### config.mk
export PLATFORM = sky130hd
export DESIGN_NAME = rh_port_reg
export DESIGN_NICKNAME = d
export VERILOG_FILES = /design/src/rtl/rh_port_pkg.sv /design/src/rtl/rh_enable_ctl.sv /design/src/rtl/rh_suspend_ctl.sv /design/src/rtl/rh_change_flags.sv /design/src/rtl/rh_port_reg.sv
export SDC_FILE = /design/constraint.sdc
export NUM_CORES = 1
export LEC_CHECK = 0
export ABC_AREA = 1
export BUFFER_PORTS_ARGS = -buffer_cell sky130_fd_sc_hd__buf_2
export CORE_MARGIN = 4
export CORE_UTILIZATION = 34
export CTS_BUF_LIST = sky130_fd_sc_hd__clkbuf_4 sky130_fd_sc_hd__clkbuf_8
export DETAILED_ROUTE_END_ITERATION = 6
export PLACE_DENSITY_LB_ADDON = 0.15
export SYNTH_ARGS = -nofsm -noshare
export SYNTH_HDL_FRONTEND = slang
export SYNTH_SLANG_ARGS = --single-unit
### constraint.sdc
create_clock -name clk -period 0.9 [get_ports clk]
set_input_delay 0.135 -clock clk [delete_from_list [all_inputs] [get_ports clk]]
set_output_delay 0.135 -clock clk [all_outputs]
set_load 0.02 [all_outputs]
### src/rtl/rh_port_pkg.sv
`timescale 1ns/1ps
package rh_port_pkg;
  // read/write bit positions; software decodes these
  localparam int POS_CONN = 0;  // read: present   write: clear enable
  localparam int POS_EN   = 1;  // read: enabled   write: set enable
  localparam int POS_SUSP = 2;  // read: suspended write: set suspend
  localparam int POS_OC   = 3;  // read: overcur.  write: start resume
  localparam int POS_RSM  = 4;  // read: resume request
  localparam int CHG_BASE = 16;
  localparam int NCHG     = 4;

  // change flag indices
  localparam int CF_CONN = 0;
  localparam int CF_EN   = 1;
  localparam int CF_SUSP = 2;
  localparam int CF_OC   = 3;

  // any condition that forbids an enabled port
  function automatic logic port_blocked(input logic present, input logic powered,
                                        input logic ovc, input logic bab);
    return !present || !powered || ovc || bab;
  endfunction

  // sticky flag with write-one-clear, set dominant
  function automatic logic sticky_next(input logic cur, input logic set, input logic clr);
    return set || (cur && !clr);
  endfunction
endpackage

### src/rtl/rh_enable_ctl.sv
`timescale 1ns/1ps
module rh_enable_ctl
  import rh_port_pkg::*;
(
  input  logic clk,
  input  logic rst_n,
  input  logic present,
  input  logic powered,
  input  logic ovc,
  input  logic bab,
  input  logic set_cmd,
  input  logic clr_cmd,
  input  logic reset_done,
  input  logic resume_fin,
  output logic enable_q,
  output logic en_dropped,
  output logic en_refused
);
  logic blocked;
  logic enable_n;

  assign blocked    = port_blocked(present, powered, ovc, bab);
  assign en_dropped = enable_q && blocked;
  assign en_refused = set_cmd && !present;

  always_comb begin
    enable_n = enable_q;
    if (blocked)                                   enable_n = 1'b0;
    else if (clr_cmd)                              enable_n = 1'b0;
    else if (set_cmd || reset_done || resume_fin)  enable_n = 1'b1;
  end

  always_ff @(posedge clk or negedge rst_n) begin
    if (!rst_n) enable_q <= 1'b0;
    else        enable_q <= enable_n;
  end


  en_needs_dev_chk: assert property (@(posedge clk) disable iff (!rst_n)
    !present |=> !enable_q);

  en_hw_drop_chk: assert property (@(posedge clk) disable iff (!rst_n)
    (ovc || bab || !powered) |=> !enable_q);

  en_sw_clear_chk: assert property (@(posedge clk) disable iff (!rst_n)
    clr_cmd |=> !enable_q);

  en_reset_on_chk: assert property (@(posedge clk) disable iff (!rst_n)
    (reset_done && present && powered && !ovc && !bab && !clr_cmd) |=> enable_q);
endmodule

### src/rtl/rh_suspend_ctl.sv
`timescale 1ns/1ps
module rh_suspend_ctl (
  input  logic clk,
  input  logic rst_n,
  input  logic present,
  input  logic set_cmd,
  input  logic resume_cmd,
  input  logic reset_done,
  input  logic resume_done,
  input  logic hc_resume,
  output logic suspend_q,
  output logic resume_q,
  output logic resume_fin,
  output logic susp_refused
);
  logic suspend_n;
  logic resume_n;
  logic kill;

  assign resume_fin   = suspend_q && resume_q && resume_done;
  assign kill         = !present || reset_done || hc_resume || resume_fin;
  assign susp_refused = set_cmd && !present;

  always_comb begin
    suspend_n = suspend_q;
    if (kill)         suspend_n = 1'b0;
    else if (set_cmd) suspend_n = 1'b1;
    // a resume command only counts on a port already suspended
    resume_n = suspend_n && (resume_q || (resume_cmd && suspend_q));
  end

  always_ff @(posedge clk or negedge rst_n) begin
    if (!rst_n) begin
      suspend_q <= 1'b0;
      resume_q  <= 1'b0;
    end else begin
      suspend_q <= suspend_n;
      resume_q  <= resume_n;
    end
  end


  rsm_only_suspended_chk: assert property (@(posedge clk) disable iff (!rst_n)
    resume_q |-> suspend_q);

  rsm_ignored_chk: assert property (@(posedge clk) disable iff (!rst_n)
    (!suspend_q && !resume_q) |=> !resume_q);

  susp_clear_chk: assert property (@(posedge clk) disable iff (!rst_n)
    (reset_done || hc_resume || !present) |=> !suspend_q);

  susp_set_chk: assert property (@(posedge clk) disable iff (!rst_n)
    (set_cmd && present && !reset_done && !hc_resume && !resume_fin) |=> suspend_q);
endmodule

### src/rtl/rh_change_flags.sv
`timescale 1ns/1ps
module rh_change_flags
  import rh_port_pkg::*;
#(
  parameter int N = 4
) (
  input  logic         clk,
  input  logic         rst_n,
  input  logic [N-1:0] set_ev,
  input  logic [N-1:0] clr_cmd,
  output logic [N-1:0] flags_q
);
  for (genvar i = 0; i < N; i++) begin : g_flag
    always_ff @(posedge clk or negedge rst_n) begin
      if (!rst_n) flags_q[i] <= 1'b0;
      else        flags_q[i] <= sticky_next(flags_q[i], set_ev[i], clr_cmd[i]);
    end


    set_wins_chk: assert property (@(posedge clk) disable iff (!rst_n)
      set_ev[i] |=> flags_q[i]);

    w1c_chk: assert property (@(posedge clk) disable iff (!rst_n)
      (clr_cmd[i] && !set_ev[i]) |=> !flags_q[i]);
  end
endmodule

### src/rtl/rh_port_reg.sv
`timescale 1ns/1ps
module rh_port_reg
  import rh_port_pkg::*;
#(
  parameter int DATA_W      = 32,
  parameter bit OC_PER_PORT = 1'b1
) (
  input  logic              clk,
  input  logic              rst_n,
  input  logic              wr_en,
  input  logic [DATA_W-1:0] wr_data,
  output logic [DATA_W-1:0] rd_data,
  input  logic              dev_connected,
  input  logic              port_powered,
  input  logic              overcurrent,
  input  logic              babble,
  input  logic              reset_done,
  input  logic              resume_done,
  input  logic              hc_resume,
  output logic              port_enable,
  output logic              port_suspend,
  output logic              resume_req,
  output logic [NCHG-1:0]   change_flags
);
  localparam int CHG_TOP = CHG_BASE + NCHG - 1;

  // decoded write commands
  logic cmd_clr_en, cmd_set_en, cmd_set_susp, cmd_resume;
  logic [NCHG-1:0] cmd_chg_clr;
  logic unused_wr_bits;

  assign cmd_clr_en   = wr_en && wr_data[POS_CONN];
  assign cmd_set_en   = wr_en && wr_data[POS_EN];
  assign cmd_set_susp = wr_en && wr_data[POS_SUSP];
  assign cmd_resume   = wr_en && wr_data[POS_OC];
  assign cmd_chg_clr  = wr_en ? wr_data[CHG_TOP:CHG_BASE] : '0;
  assign unused_wr_bits = ^wr_data;

  // input history for edge events
  logic conn_q, oc_q;
  always_ff @(posedge clk or negedge rst_n) begin
    if (!rst_n) begin
      conn_q <= 1'b0;
      oc_q   <= 1'b0;
    end else begin
      conn_q <= dev_connected;
      oc_q   <= overcurrent;
    end
  end

  // named internal events
  logic conn_edge, oc_edge, oc_seen;
  logic en_dropped, en_refused, susp_refused, resume_fin;
  assign conn_edge = dev_connected ^ conn_q;
  assign oc_seen   = OC_PER_PORT ? overcurrent : 1'b0;
  assign oc_edge   = OC_PER_PORT ? (overcurrent ^ oc_q) : 1'b0;

  rh_enable_ctl u_enable (
    .clk        (clk),
    .rst_n      (rst_n),
    .present    (dev_connected),
    .powered    (port_powered),
    .ovc        (overcurrent),
    .bab        (babble),
    .set_cmd    (cmd_set_en),
    .clr_cmd    (cmd_clr_en),
    .reset_done (reset_done),
    .resume_fin (resume_fin),
    .enable_q   (port_enable),
    .en_dropped (en_dropped),
    .en_refused (en_refused)
  );

  rh_suspend_ctl u_suspend (
    .clk          (clk),
    .rst_n        (rst_n),
    .present      (dev_connected),
    .set_cmd      (cmd_set_susp),
    .resume_cmd   (cmd_resume),
    .reset_done   (reset_done),
    .resume_done  (resume_done),
    .hc_resume    (hc_resume),
    .suspend_q    (port_suspend),
    .resume_q     (resume_req),
    .resume_fin   (resume_fin),
    .susp_refused (susp_refused)
  );

  logic [NCHG-1:0] chg_set;
  always_comb begin
    chg_set          = '0;
    chg_set[CF_CONN] = conn_edge || en_refused || susp_refused;
    chg_set[CF_EN]   = en_dropped;
    chg_set[CF_SUSP] = resume_fin;
    chg_set[CF_OC]   = oc_edge;
  end

  rh_change_flags #(.N(NCHG)) u_flags (
    .clk     (clk),
    .rst_n   (rst_n),
    .set_ev  (chg_set),
    .clr_cmd (cmd_chg_clr),
    .flags_q (change_flags)
  );

  always_comb begin
    rd_data                   = '0;
    rd_data[POS_CONN]         = dev_connected;
    rd_data[POS_EN]           = port_enable;
    rd_data[POS_SUSP]         = port_suspend;
    rd_data[POS_OC]           = oc_seen;
    rd_data[POS_RSM]          = resume_req;
    rd_data[CHG_TOP:CHG_BASE] = change_flags;
  end


  conn_edge_chk: assert property (@(posedge clk) disable iff (!rst_n)
    conn_edge |=> change_flags[CF_CONN]);

  drop_flag_chk: assert property (@(posedge clk) disable iff (!rst_n)
    (port_enable && (overcurrent || babble || !port_powered || !dev_connected))
      |=> change_flags[CF_EN]);

  sw_clear_quiet_chk: assert property (@(posedge clk) disable iff (!rst_n)
    (cmd_clr_en && !en_dropped && !change_flags[CF_EN]) |=> !change_flags[CF_EN]);

  resume_flag_chk: assert property (@(posedge clk) disable iff (!rst_n)
    (port_suspend && resume_req && resume_done) |=> (!port_suspend && change_flags[CF_SUSP]));

  refused_chk: assert property (@(posedge clk) disable iff (!rst_n)
    ((cmd_set_en || cmd_set_susp) && !dev_connected) |=> change_flags[CF_CONN]);
endmodule

==> results of run 1 <==
## power by group
group	internal [mW]	total, mW	switching (mW)
combinational	0.100	0.292	0.192
clock	0.201	0.345	0.144
sequential	0.421	0.438	0.0163
## worst max-delay path, stage by stage, from the launching register on
cell	delay, ns
dfrtp_1	0.39
buf_6	0.13
buf_6	0.12
## cell usage after synthesis
master   instances
nor2_2           3
dfrtp_1          9
conb_1           1
nor2_1           4
nand3_2          1
buf_6            1
nand2_1         21
xnor2_1          1
nand2_4          1
buf_4           32
nand2_2          2
nand3_1          4
inv_1            7
## per-stage QoR
step,std cells,setup slack [ns]
4_1_cts,140,-0.138
3_5_place_dp,135,0.0202
2_1_floorplan,109,0.00635
3_3_place_gp,135,0.0308
5_1_grt,141,-0.145
6_report,141,-0.129
## layer usage
| layer | track usage | vias to the layer above | wire length [µm] |
|---|---|---|---|
| met5 | 0 | - | 0 |
| met4 | 0.0894 | 0 | 27 |
| met3 | 0.0114 | 2 | 184 |
| met2 | 0.171 | 38 | 681 |
| met1 | 0.112 | 224 | 487 |
| li1 | - | 261 | - |
## final timing paths
kind                                        to  cells after the start
setup / recovery                    rd_data[4]                      2
max in group asynchronous  u_suspend.suspend_q                      2
hold reg to reg             u_flags.flags_q[3]                      2
min in group asynchronous   u_flags.flags_q[2]                      2
setup reg to reg             u_enable.enable_q                      4
hold / removal                            oc_q                      1
## timing repair
action	in CTS	in global routing
hold endpoints to repair	9	0
setup endpoints to repair	14	15
pin swaps	0	1
buffers inserted	0	1
resized for setup	29	3
hold buffers	1	0
## flip-flops by register name, summed over array words and instances (netlist names)
| name | cells |
|---|---|
| conn_q | 1 |
| oc_q | 1 |
| u_enable.enable_q | 1 |
| u_flags.flags_q | 4 |
| u_suspend.resume_q | 1 |
| u_suspend.suspend_q | 1 |
## kinds of logic after synthesis
| kind of cell | after synthesis |
|---|---|
| buf+inv | 40 |
| simple gates | 36 |
| flops | 9 |
| xor+xnor | 1 |
| other cells | 1 |
## layout make-up
cell class | instances | share of cell area
repair buffers | 36 | 0.329
inverters | 7 | 0.0303
multi-input cells | 60 | 0.308
well taps | 25 | 0.0361
flip-flops and latches | 9 | 0.262
clock buffers | 4 | 0.0347
==> results.yml, run 1 <==
timing:
  period_minus_slack_ns: 1.03
  tns_ns: -0.925
  rsz0062_at_grt: "yes"
  setup-violations-final: 14
  min_period_over_period: 1.14
  layout_setup_ws_ns: -0.129
  finalHoldViolCount: 0
  fmax_mhz: 972
  slew_violations: 0
  hold_slack_ns: 0.0440
  fin_worst_skew_ns: 0.00683
synthesis:
  yosysWarnings: 0
  synth_adder_area_share: 0
  yosysSeqAreaShare: 0.330
  synth_xor_area_frac: 0.0128
  ys_ff_latch: 9
  synth_compound_gate_area_share: 0
  syn_inst: 87
  synth_area_um2: 682
  muxShareOfSynthArea: 0
  yosys.area.top_type_share: 0.352
  yosysTopAreaCell: "buf_4"
  synth-simple-area-share: 0.244
  synth_cell_type_count: 13
  synth_area_leaders: "buf_4 35%, dfrtp_1 33%, nand2_1 12%, inv_1 3.9%, nand3_1 2.9%"
  synth_top_family_by_area: "buffers and inverters"
  postSynthAreaPerCell_um2: 7.84
clock_network:
  htree_levels: 1
  cts_tree: "yes"
  cts-buffers-inserted: 3
  cts_buffer_depth: 2
  path_clk_slew_ns: 0.07
  cts_root_buffer: "clkbuf_4"
  clk_latency_ns: 0.26
  cts.sink_count: 9
finish:
  multi_input_area_um2: 267
  drive_gt1_frac: 0.422
  antenna_cells: 0
  final_area_um2: 866
  final_cell_mix: "23 x conb_1, 21 x nand2_1, 19 x buf_2"
  area_growth_pct: 27.0
  fin_util: 0.476
  seqCellArea_um2: 226
  mostFrequentLayoutCell: "conb_1"
  n_fill_cell: 196
  finalNetCount: 159
global_routing:
  grt_pass1_wl_um: 2020
  grt_max_degree: 10
  grt_usage: 0.102
  grt_pass1_vias: 505
  gr-total-overflow: 0
  grt_antenna_before_repair: 0
routing:
  ant_nets: 0
  vias_per_cell: 3.72
  drt-initial-drc-count: 1
  routed_wl_um: 1380
  post-route-drc-count: 0
  wl_per_cell_um: 9.79
  firstDrtPassIters: 3
  via_count: 525
worst_setup_path:
  end_kind: "output port"
  r2r-start: "u_suspend.suspend_q"
  critical_path_class: "flop to output port"
  crit_start: "u_suspend.resume_q"
  r2r_slack_ns: 0
  start_kind: "flop"
  cp.arrival_ns: 0.89
  worstPathMaxFanout: 3
  required_ns: 0.76
floorplanning:
  floorplan.rows: 15
  io_pins: 81
  die_h_um: 52.8
  fp.dieW_um: 52.8
  start_util: 0.375
  coreArea_um2: 1820
  dieArea_um2: 2790
min_path:
  hp-class: "primary input to flop"
  hold_path_startpoint: "overcurrent"
power:
  irDropWorstVdd_v: 0.000460
  power_density_nw_per_um2: 1240
  power.total_mw: 1.07
  p_leak_nw: 0.509
place:
  dpl_cell_area_um2: 718
  hpwl_um: 1050
  place.gp.congestion: 0.718
  portBuffers: 33
outcome:
  status: "finished with violations"
  violations: "setup timing"
job:
  cap_violations: 0
(Power assumes the default switching activity.)
==> run 2: changes to the inputs <==
--- a/config.mk
+++ b/config.mk
@@ -8,8 +8,8 @@
 export ABC_AREA = 1
 export BUFFER_PORTS_ARGS = -buffer_cell sky130_fd_sc_hd__buf_2
 export CORE_MARGIN = 4
-export CORE_UTILIZATION = 34
-export CTS_BUF_LIST = sky130_fd_sc_hd__clkbuf_4 sky130_fd_sc_hd__clkbuf_8
+export CORE_UTILIZATION = 32
+export CTS_BUF_LIST = sky130_fd_sc_hd__clkbuf_4 sky130_fd_sc_hd__clkbuf_8 sky130_fd_sc_hd__clkbuf_16
 export DETAILED_ROUTE_END_ITERATION = 6
 export PLACE_DENSITY_LB_ADDON = 0.15
 export SYNTH_ARGS = -nofsm -noshare
==> run 2 against run 1 <==
Net effect: final area up 0.87%; via count is 2.1% lower; the flow still finishes with violations (setup timing); maximum frequency decreased by 0.27%; global-route usage decreased by 0.79 points; highest routed layer is now met3; clock power shrank 4%; first-iteration DRC count increased to 8.0 times the previous value; non-clock buffer count rose by 1; utilization down 3.9 points; register-to-register slack is essentially flat.
==> results.yml, run 2 (synthesis gave the netlist of run 1 again) <==
outcome:
  status: "finished with violations"
  violations: "setup timing"
worst_setup_path:
  worst-r2r-cell-count: 5
  cp.arrival_ns: 0.90
  worstPathMaxFanout: 3
  start_kind: "flop"
  required_ns: 0.76
  critical_path_class: "flop to output port"
  end_kind: "output port"
  r2r-start: "u_enable.enable_q"
  rr_endpoint: "u_enable.enable_q"
  r2r_slack_ns: 0.01
floorplanning:
  coreArea_um2: 2000
  dieArea_um2: 2930
  io_pins: 81
  floorplan.rows: 16
  die_h_um: 54.2
  start_util: 0.341
  fp.dieW_um: 54.2
finish:
  final_area_um2: 873
  largest_register_ffs: 4
  mostFrequentLayoutCell: "conb_1"
  multi_input_area_um2: 264
  finalNetCount: 160
  seqCellArea_um2: 226
  area_growth_pct: 28.1
  regMostFlops: "u_flags.flags_q"
  drive_gt1_frac: 0.419
  antenna_cells: 0
  n_fill_cell: 215
  final_cell_mix: "23 x conb_1, 21 x nand2_1, 19 x buf_2"
timing:
  setup-violations-final: 14
  min_period_over_period: 1.15
  layout_setup_ws_ns: -0.132
  period_minus_slack_ns: 1.03
  slew_violations: 0
  finalHoldViolCount: 0
  fmax_mhz: 969
  fin_worst_skew_ns: 0.000822
  rsz0062_at_grt: "yes"
routing:
  firstDrtPassIters: 4
  drt-initial-drc-count: 8
  wl_per_cell_um: 9.42
  vias_per_cell: 3.57
  via_count: 514
  ant_nets: 0
  post-route-drc-count: 0
  routed_wl_um: 1360
clock_network:
  cts_tree: "yes"
  cts_buffer_depth: 2
  clk_latency_ns: 0.25
  cts-buffers-inserted: 3
  htree_levels: 1
  path_clk_slew_ns: 0.06
  cts.sink_count: 9
  cts_root_buffer: "clkbuf_4"
power:
  irDropWorstVdd_v: 0.000467
  power_density_nw_per_um2: 1210
  swShare: 0.318
  clock_power_share: 0.312
  pwr-share-seq: 0.413
  p_switching_uw: 337
  power.total_mw: 1.06
  p_leak_nw: 0.514
  combPwrFrac: 0.275
  p_int_uw: 722
global_routing:
  grt_antenna_before_repair: 0
  grtUsageMet2: 0.173
  grt_pass1_vias: 443
  grt_usage: 0.0942
  grt_max_degree: 10
  grt-busiest-layer: "met2"
  use_met1: 0.0833
  grt_pass1_wl_um: 1860
  gr-total-overflow: 0
  grtUsageMet3: 0.0526
min_path:
  hold_path_startpoint: "overcurrent"
  hold_depth: 1
  hp-class: "primary input to flop"
  min_to: "oc_q"
place:
  place.gp.congestion: 0.735
  dpl_cell_area_um2: 721
  dp_slack_ns: 0.0414
  portBuffers: 33
  hpwl_um: 1070
job:
  cap_violations: 0
==> run 2: layout make-up <==
class,count,share of cell area
inverter,7,0.0301
clock buffer,4,0.0344
sequential,9,0.259
multi-input combinational,60,0.302
timing repair buffer,37,0.335
tap,27,0.0387
==> run 2: worst max-delay path by stage <==
stage / start / slack, ns / to / cells past startpoint
2_1_floorplan: u_suspend.resume_q / 0.006 / u_enable.enable_q / 4
3_3_place_gp: u_suspend.suspend_q / 0.05 / u_enable.enable_q / 4
3_5_place_dp: u_suspend.suspend_q / 0.04 / u_enable.enable_q / 4
4_1_cts: u_suspend.resume_q / -0.15 / resume_req / 2
5_1_grt: u_suspend.resume_q / -0.18 / rd_data[4] / 2
6_report: u_suspend.resume_q / -0.13 / rd_data[4] / 2
==> run 2: worst max-delay path, cell delays in order, from the launching register on <==
cell	delay, ns
dfrtp_1	0.39
buf_6	0.13
buf_6	0.12
==> run 2: power by group through the flow <==
stage | registers [mW] | logic (mW) | clock network, mW
global placement | 0.438 | 0.257 | 0
finish | 0.437 | 0.292 | 0.330
global route | 0.439 | 0.320 | 0.387
detailed placement | 0.439 | 0.258 | 0
floorplan | 0.455 | 0.258 | 0
CTS | 0.437 | 0.291 | 0.351
==> run 2: repair_timing <==
item / in CTS / in global routing
hold endpoints to repair: 9 / 0
setup endpoints to repair: 14 / 15
buffers inserted: 2 / 0
hold buffers: 1 / 0
gates resized for setup: 29 / 2
pin swaps: 0 / 3
==> run 2: layer usage <==
| metal | vias up | share of wire |
|---|---|---|
| met5 | - | 0 |
| met4 | 0 | 0 |
| met1 | 221 | 0.35 |
| met2 | 28 | 0.53 |
| met3 | 0 | 0.12 |
| li1 | 265 | - |
==> run 2: through the flow <==
stage               hold slack (ns)  setup TNS (ns)  instances   util
finish                       0.0504          -0.806        144  0.436
global route                 0.0384           -1.52        144  0.436
CTS                          0.0411           -1.01        144  0.433
detailed placement        -0.000673               0        137  0.360
global placement            0.00305               0        137  0.360
floorplan                    -0.161               0        109      -
